### src/rtl/fmt_track_pkg.sv
package fmt_track_pkg;
   typedef enum logic [1:0] {
      PH_IDLE  = 2'd0,
      PH_PARAM = 2'd1,
      PH_EXEC  = 2'd2
   } phase_t;

   typedef enum logic [1:0] {
      ROLE_CYL  = 2'd0,
      ROLE_HEAD = 2'd1,
      ROLE_SEC  = 2'd2,
      ROLE_SIZE = 2'd3
   } role_t;

   localparam int PARAM_BYTES = 5;
endpackage

### src/rtl/fmt_param_cap.sv
module fmt_param_cap #(
   parameter int SC_W = 8
) (
   input  logic            clk,
   input  logic            rst_n,
   input  logic            clr,
   input  logic            take,
   input  logic [7:0]      data,
   output logic [1:0]      drive,
   output logic [SC_W-1:0] sc,
   output logic [7:0]      fill,
   output logic            sc_load,
   output logic            last
);
   import fmt_track_pkg::*;
   localparam int STEP_W = $clog2(PARAM_BYTES);

   logic [STEP_W-1:0] step;

   assign sc_load = take && (step == STEP_W'(2));
   assign last    = take && (step == STEP_W'(PARAM_BYTES - 1));

   always_ff @(posedge clk) begin
      if (!rst_n) begin
         step  <= '0;
         drive <= '0;
         sc    <= '0;
         fill  <= '0;
      end else if (clr) begin
         step <= '0;
      end else if (take) begin
         step <= last ? '0 : step + STEP_W'(1);
         case (step)
            STEP_W'(0): drive <= data[1:0];
            STEP_W'(2): sc    <= SC_W'(data);
            STEP_W'(4): fill  <= data;
            default: ;
         endcase
      end
   end
endmodule

### src/rtl/fmt_addr_calc.sv
module fmt_addr_calc #(
   parameter int ADDR_W    = 16,
   parameter int SPT_W     = 8,
   parameter int SIDES_W   = 2,
   parameter bit HEAD_FULL = 1'b1
) (
   input  logic [7:0]         sec,
   input  logic [7:0]         trk,
   input  logic [7:0]         head,
   input  logic [SPT_W-1:0]   spt,
   input  logic [SIDES_W-1:0] sides,
   output logic [ADDR_W-1:0]  addr
);
   logic [ADDR_W-1:0] head_v;

   generate
      if (HEAD_FULL) begin : g_head_byte
         assign head_v = ADDR_W'(head);
      end else begin : g_head_bit
         logic unused_hi;
         assign unused_hi = ^head[7:1];
         assign head_v    = ADDR_W'(head[0]);
      end
   endgenerate

   assign addr = ADDR_W'(sec) - ADDR_W'(1)
               + ADDR_W'(spt) * (ADDR_W'(trk) * ADDR_W'(sides) + head_v);
endmodule

### src/rtl/fmt_wr_port.sv
module fmt_wr_port #(
   parameter int ADDR_W = 16
) (
   input  logic              clk,
   input  logic              rst_n,
   input  logic              issue,
   input  logic [ADDR_W-1:0] addr_in,
   input  logic [7:0]        fill_in,
   input  logic              ack,
   input  logic              ok,
   input  logic              clr_flag,
   output logic              req,
   output logic [ADDR_W-1:0] addr,
   output logic [7:0]        fill,
   output logic              nw
);
   always_ff @(posedge clk) begin
      if (!rst_n) begin
         req  <= 1'b0;
         addr <= '0;
         fill <= '0;
         nw   <= 1'b0;
      end else begin
         if (req && ack) begin
            req <= 1'b0;
            if (!ok) nw <= 1'b1;
         end else if (issue && !req) begin
            req  <= 1'b1;
            addr <= addr_in;
            fill <= fill_in;
         end
         if (clr_flag) nw <= 1'b0;
      end
   end

   AST_REQ_HOLD: assert property (@(posedge clk) disable iff (!rst_n)
      req && !ack |=> req && $stable(addr) && $stable(fill));
   AST_NW_STICKY: assert property (@(posedge clk) disable iff (!rst_n)
      nw && !clr_flag |=> nw);
   AST_NW_CAUSE: assert property (@(posedge clk) disable iff (!rst_n)
      $rose(nw) |-> $past(req && ack && !ok));
endmodule

### src/rtl/fmt_track_seq.sv
module fmt_track_seq #(
   parameter int ADDR_W     = 16,
   parameter int SC_W       = 8,
   parameter int SPT_W      = 8,
   parameter int SIDES_W    = 2,
   parameter int SECT_BYTES = 512,
   parameter bit HEAD_FULL  = 1'b1
) (
   input  logic               clk,
   input  logic               rst_n,
   input  logic               cmd_start,
   input  logic               host_we,
   input  logic [7:0]         host_data,
   input  logic [SPT_W-1:0]   cfg_spt,
   input  logic [SIDES_W-1:0] cfg_sides,
   input  logic               mw_ack,
   input  logic               mw_ok,
   output logic               rqm,
   output logic               dio,
   output logic               busy,
   output logic               mw_req,
   output logic [1:0]         mw_drive,
   output logic [ADDR_W-1:0]  mw_addr,
   output logic [7:0]         mw_fill,
   output logic               st1_nw,
   output logic               done
);
   import fmt_track_pkg::*;
   localparam int CNT_W = SC_W + 2;

   generate
      if (ADDR_W < 8 || ADDR_W > 32) begin : g_bad_addr
         $error("ADDR_W must lie in 8..32");
      end
      if (SC_W < 1 || SC_W > 8) begin : g_bad_sc
         $error("SC_W must lie in 1..8");
      end
      if (SECT_BYTES < 1) begin : g_bad_sect
         $error("SECT_BYTES must be positive");
      end
   endgenerate

   phase_t            phase;
   logic [CNT_W-1:0]  cnt;
   logic [CNT_W-1:0]  lim;
   logic              end_pend;
   logic [7:0]        trk;
   logic [7:0]        sec;
   logic              accept, cmd_go, p_take, p_last, p_scld, issue;
   logic [SC_W-1:0]   sc;
   logic [7:0]        fill;
   logic [ADDR_W-1:0] calc_addr;
   role_t             role;

   assign busy   = (phase != PH_IDLE);
   assign rqm    = (phase == PH_PARAM) || (phase == PH_EXEC && !mw_req && !end_pend);
   assign accept = host_we && rqm;
   assign cmd_go = cmd_start && (phase == PH_IDLE);
   assign p_take = accept && (phase == PH_PARAM);
   assign role   = role_t'(cnt[1:0]);
   assign issue  = accept && (phase == PH_EXEC) && (role == ROLE_HEAD);
   assign lim    = {sc, 2'b00} - CNT_W'(2);

   fmt_param_cap #(.SC_W(SC_W)) u_cap (
      .clk(clk), .rst_n(rst_n), .clr(cmd_go), .take(p_take), .data(host_data),
      .drive(mw_drive), .sc(sc), .fill(fill), .sc_load(p_scld), .last(p_last)
   );

   fmt_addr_calc #(.ADDR_W(ADDR_W), .SPT_W(SPT_W), .SIDES_W(SIDES_W),
                   .HEAD_FULL(HEAD_FULL)) u_addr (
      .sec(sec), .trk(trk), .head(host_data), .spt(cfg_spt), .sides(cfg_sides),
      .addr(calc_addr)
   );

   fmt_wr_port #(.ADDR_W(ADDR_W)) u_wr (
      .clk(clk), .rst_n(rst_n), .issue(issue), .addr_in(calc_addr), .fill_in(fill),
      .ack(mw_ack), .ok(mw_ok), .clr_flag(cmd_go),
      .req(mw_req), .addr(mw_addr), .fill(mw_fill), .nw(st1_nw)
   );

   always_ff @(posedge clk) begin
      if (!rst_n) begin
         phase    <= PH_IDLE;
         cnt      <= '0;
         end_pend <= 1'b0;
         trk      <= '0;
         sec      <= '0;
         dio      <= 1'b0;
         done     <= 1'b0;
      end else begin
         done <= 1'b0;
         case (phase)
            PH_IDLE: begin
               if (cmd_start) begin
                  phase <= PH_PARAM;
                  dio   <= 1'b0;
               end
            end
            PH_PARAM: begin
               if (p_scld) sec <= host_data;
               if (p_last) begin
                  cnt <= '0;
                  if (sc == '0) begin
                     phase <= PH_IDLE;
                     done  <= 1'b1;
                     dio   <= 1'b1;
                  end else begin
                     phase <= PH_EXEC;
                  end
               end
            end
            PH_EXEC: begin
               if (end_pend && !mw_req) begin
                  end_pend <= 1'b0;
                  phase    <= PH_IDLE;
                  done     <= 1'b1;
                  dio      <= 1'b1;
               end else if (accept) begin
                  case (role)
                     ROLE_CYL: trk <= host_data;
                     ROLE_SEC: sec <= host_data;
                     default: ;
                  endcase
                  cnt <= cnt + CNT_W'(1);
                  if (cnt + CNT_W'(1) == lim) end_pend <= 1'b1;
               end
            end
            default: phase <= PH_IDLE;
         endcase
      end
   end

   AST_BUSY_DIO: assert property (@(posedge clk) disable iff (!rst_n)
      busy |-> !dio);
   AST_DONE_PULSE: assert property (@(posedge clk) disable iff (!rst_n)
      done |=> !done);
   AST_DONE_STATE: assert property (@(posedge clk) disable iff (!rst_n)
      done |-> dio && !busy && !mw_req);
   AST_REQ_NO_RQM: assert property (@(posedge clk) disable iff (!rst_n)
      $rose(mw_req) |-> !rqm && busy);
endmodule

### config.mk
export PLATFORM = sky130hd
export DESIGN_NAME = fmt_track_seq
export DESIGN_NICKNAME = d
export VERILOG_FILES = /design/src/rtl/fmt_track_pkg.sv /design/src/rtl/fmt_param_cap.sv /design/src/rtl/fmt_addr_calc.sv /design/src/rtl/fmt_wr_port.sv /design/src/rtl/fmt_track_seq.sv
export SDC_FILE = /design/constraint.sdc
export NUM_CORES = 1
export LEC_CHECK = 0
export ABC_AREA = 1
export BUFFER_PORTS_ARGS = -buffer_cell sky130_fd_sc_hd__buf_2
export CORE_MARGIN = 1.5
export CORE_UTILIZATION = 37
export DETAILED_ROUTE_END_ITERATION = 10
export GPL_TIMING_DRIVEN = 0
export PLACE_DENSITY_LB_ADDON = 0.25
export SLEW_MARGIN = 10
export SYNTH_ARGS = -nofsm -noshare
export SYNTH_HDL_FRONTEND = slang
export SYNTH_SLANG_ARGS = --single-unit
### constraint.sdc
create_clock -name clk -period 8.7 [get_ports clk]
set_input_delay 0.87 -clock clk [delete_from_list [all_inputs] [get_ports clk]]
set_output_delay 0.87 -clock clk [all_outputs]
set_load 0.005 [all_outputs]
==> metrics list <==
- The run finished with clean final reports.
* Rows: 50
- For this run the aggregate overflow at the end of global routing stands at 0.
- The cell that appears most often on the critical path is inv_1.
- For this run, the register share of the synthesized area comes to 22.0%.
- Final hold violation count: 0
* Critical Path AT: 7120 ps
* Critical path class: input pin to register
- Top cell type by total area after synthesis: dfxtp_1
* Floorplan core area: 18800 sq um
- Most frequently used flop master after synthesis: dfxtp_1
- Resized cells post-CTS: 0
- YS warnings: 0
- Number of maximum-capacitance violations: 0
- In the finished design, the share of the clock period the worst path needs comes to 78.9%.
- # setup viols final: 0
- Category of the worst setup path launch point: input pin
* Source-to-sink clock delay at the later pin of the worst-skew pair: 350 ps
- For this run, the detailed router's first-pass iteration total came to 4.
* Number of diodes: 0
* Maximum cell stage delay along the critical path: 550 ps
* Maximum buffer depth of the clock tree: 2
* Count of state elements after synthesis: 78
- Counting flops with a built-in enable in the synthesized netlist gives 0.
- Count of buffers added by post-CTS timing repair for setup: 0
* Biggest area contributors in the synthesized netlist: dfxtp_1 22%, fa_1 20%, inv_1 11%
- Synthesis produced a netlist whose cell count is 977.
- The first routing iteration left 217 violations.
* Fin worst setup slack: 1830 ps
- The count of buffers added on input and output ports is 51.
- Worst min-delay path class: register to register
- At the pin with the least slew margin, the transition time is 656 ps.
- The worst path in the final design needs a cycle of 6870 ps, including I/O delays and setup.
- Total negative slack for setup checks: 0 ps
- A synthesized cell averages 7.26 sq um.
- The routed layout has 5952 vias.
* Fraction of post-synthesis cell area in the top cell type by area: 22.0%
- 56 I/O pins were placed.
- Of the cells placed in the final design, the portion with a size suffix greater than 1 is 9.20%.
* FMAX: 0.146 GHz
- Depth of the CTS H-tree: 3
- Die boundary height: 141 um
- The initial utilization of the core area, before any placement, comes to 37.8%.
- After clock tree synthesis, the clock-pin slew on the worst setup and hold paths is 60 ps.
- Die Footprint: 20000 sq um
- Prior to clock tree synthesis, the placed netlist has a worst setup slack of 1390 ps.
- End-of-flow core utilization: 42.2%
* Average via count per standard cell: 4.66
* Mapped Nets: 1124
- Post-route DRC: 0
- The number of clock buffers added by TritonCTS is 9.
- Count of nets after finishing: 1186
- Overall global routing resource usage: 17.9%
- CTS tree: yes
- Antenna violations before repair: 0
- Entering global routing, the biggest net connects 17 pins.
- CTS saw 78 sinks.
- The total count of max-transition violations in the final report is 0.
* First-pass GRT wire length: 28.3 mm
- The clock arrives with 8.72 ps of skew.
* Element type at the critical path end: register
- Setup repair after global routing left no endpoint under its margin.
- Hold buffers post-CTS: 0
- Count of filler cells inserted in the layout: 2009
- Layout Area Growth over Synthesis: 11.8%
- Detailed placement finished with a half-perimeter wire length of 13.8 mm.
- In this run the horizontal extent of the chip is 141 um.
- At the end of routability-driven placement, the weighted congestion stood at 0.869.
- Yosys mapped the design onto 43 distinct sky130hd cell types.
- Total wirelength of the detailed-routed design: 16.6 mm
* Vias in the first global route: 5969
- CP Data Required Time: 8950 ps
- The synthesized netlist occupies a cell area of 7090 sq um.
- Headroom to the max-slew limit came out at 56.3%.
- The cell sitting at the root of the clock tree is a clkbuf_16.
- In the final routed layout, each cell accounts on average for 13.0 um.
* Proportion of register bits with asynchronous set or reset after synthesis: 0%
* Largest driver fanout on the critical path: 8
- For this design, the slowest cell found on the critical path is fa_1.
- The count of nets left with antenna violations once routing finished came out at 0.
-- cells in the final DEF (no fill, tap or decap), types with 2 or more instances in the layout --
| cell type | instances |
|---|---|
| clkinv_1 | 2 |
| inv_2 | 9 |
| nand4_1 | 5 |
| o21ai_1 | 4 |
| xnor2_1 | 9 |
| ha_1 | 53 |
| o21bai_1 | 2 |
| clkinv_4 | 2 |
| a2bb2oi_1 | 2 |
| inv_6 | 2 |
| nand2_2 | 3 |
| nand3_1 | 42 |
| or2_2 | 4 |
| clkbuf_16 | 9 |
| nor2_1 | 99 |
| clkbuf_1 | 13 |
| a31oi_1 | 2 |
| inv_8 | 2 |
| nand2_1 | 197 |
| inv_1 | 212 |
| buf_2 | 53 |
| o21ai_0 | 49 |
| buf_1 | 2 |
| nor3_1 | 9 |
| dfxtp_1 | 78 |
| o211ai_1 | 7 |
| fa_1 | 70 |
| xor2_1 | 20 |
| buf_4 | 3 |
| o21a_1 | 3 |
| a21oi_1 | 60 |
-- cell type report --
type	count	area, sq um	share of cell area, %
multi-input combinational	655	4590	57.9
timing repair buffer	51	255	3.22
tap	234	293	3.69
clock buffer	9	225	2.84
clock inverter	7	65.1	0.821
inverter	223	837	10.6
sequential	78	1560	19.7
buffer	21	100	1.26
-- state kept, by name, summed over array words and instances, names as in the netlist, 3 cells and up --
name and cells:
sec 8, u_wr.addr 16, u_cap.fill 8, cnt 10, u_cap.sc 8, u_wr.fill 8, trk 8, u_cap.step 3
-- cells in the mapped netlist (all sizes together) (2+ instances only) --
cell / instances
xor2: 20
clkinv: 2
nor2: 100
a31oi: 2
o21bai: 2
o21ai: 54
nand3: 43
or2: 5
buf: 8
ha: 53
dfxtp: 78
a21oi: 61
fa: 70
nor3: 9
a2bb2oi: 2
o211ai: 7
clkbuf: 13
nand2: 200
xnor2: 9
nand4: 7
o21a: 3
inv: 221
-- through the flow --
step           std cells  instance area [sq um]  hold WS [ps]
6_report            1278                   7930           463
5_1_grt             1278                   7930           486
4_1_cts             1278                   7930           465
2_1_floorplan        977                   7090           436
3_3_place_gp        1262                   7640           443
3_5_place_dp        1262                   7640           454
-- worst max-delay path: cells and delay by family --
kind	cells	cell delay, ps
xor gates and xnor gates	1	400
adders and majority gates	8	3420
and+or+nand+nor	13	1490
buffers and inverters	10	940
-- logic make-up after synthesis --
family | count (synthesis) | synth area share [%]
fa+ha+maj | 123 | 29.1
xor+xnor | 29 | 3.58
buf+inv | 244 | 13.2
simple gates | 366 | 21.4
flops | 78 | 22.0
compound gates | 137 | 10.7
-- final timing paths --
| kind | startpoint | end | slack [ps] | cells past startpoint |
|---|---|---|---|---|
| hold reg to reg | u_wr.addr[5] | u_wr.addr[5] | 460 | 2 |
| setup reg to reg | trk[0] | u_wr.addr[15] | 2320 | 31 |
| hold / removal | u_wr.addr[5] | u_wr.addr[5] | 460 | 2 |
| setup / recovery | cfg_sides[1] | u_wr.addr[15] | 1830 | 32 |
-- per-layer routing --
layer  track usage [%]  vias up  wire length (um)
met3              3.58       15               628
met5                 0        -                 0
met1              23.3     2748              8100
met4              3.96        0               174
li1                  -     3106                 -
met2              30.6       83              7720
Power is not shown: default switching activity piles up to over one toggle a cycle in this logic, so the estimate is an artifact.
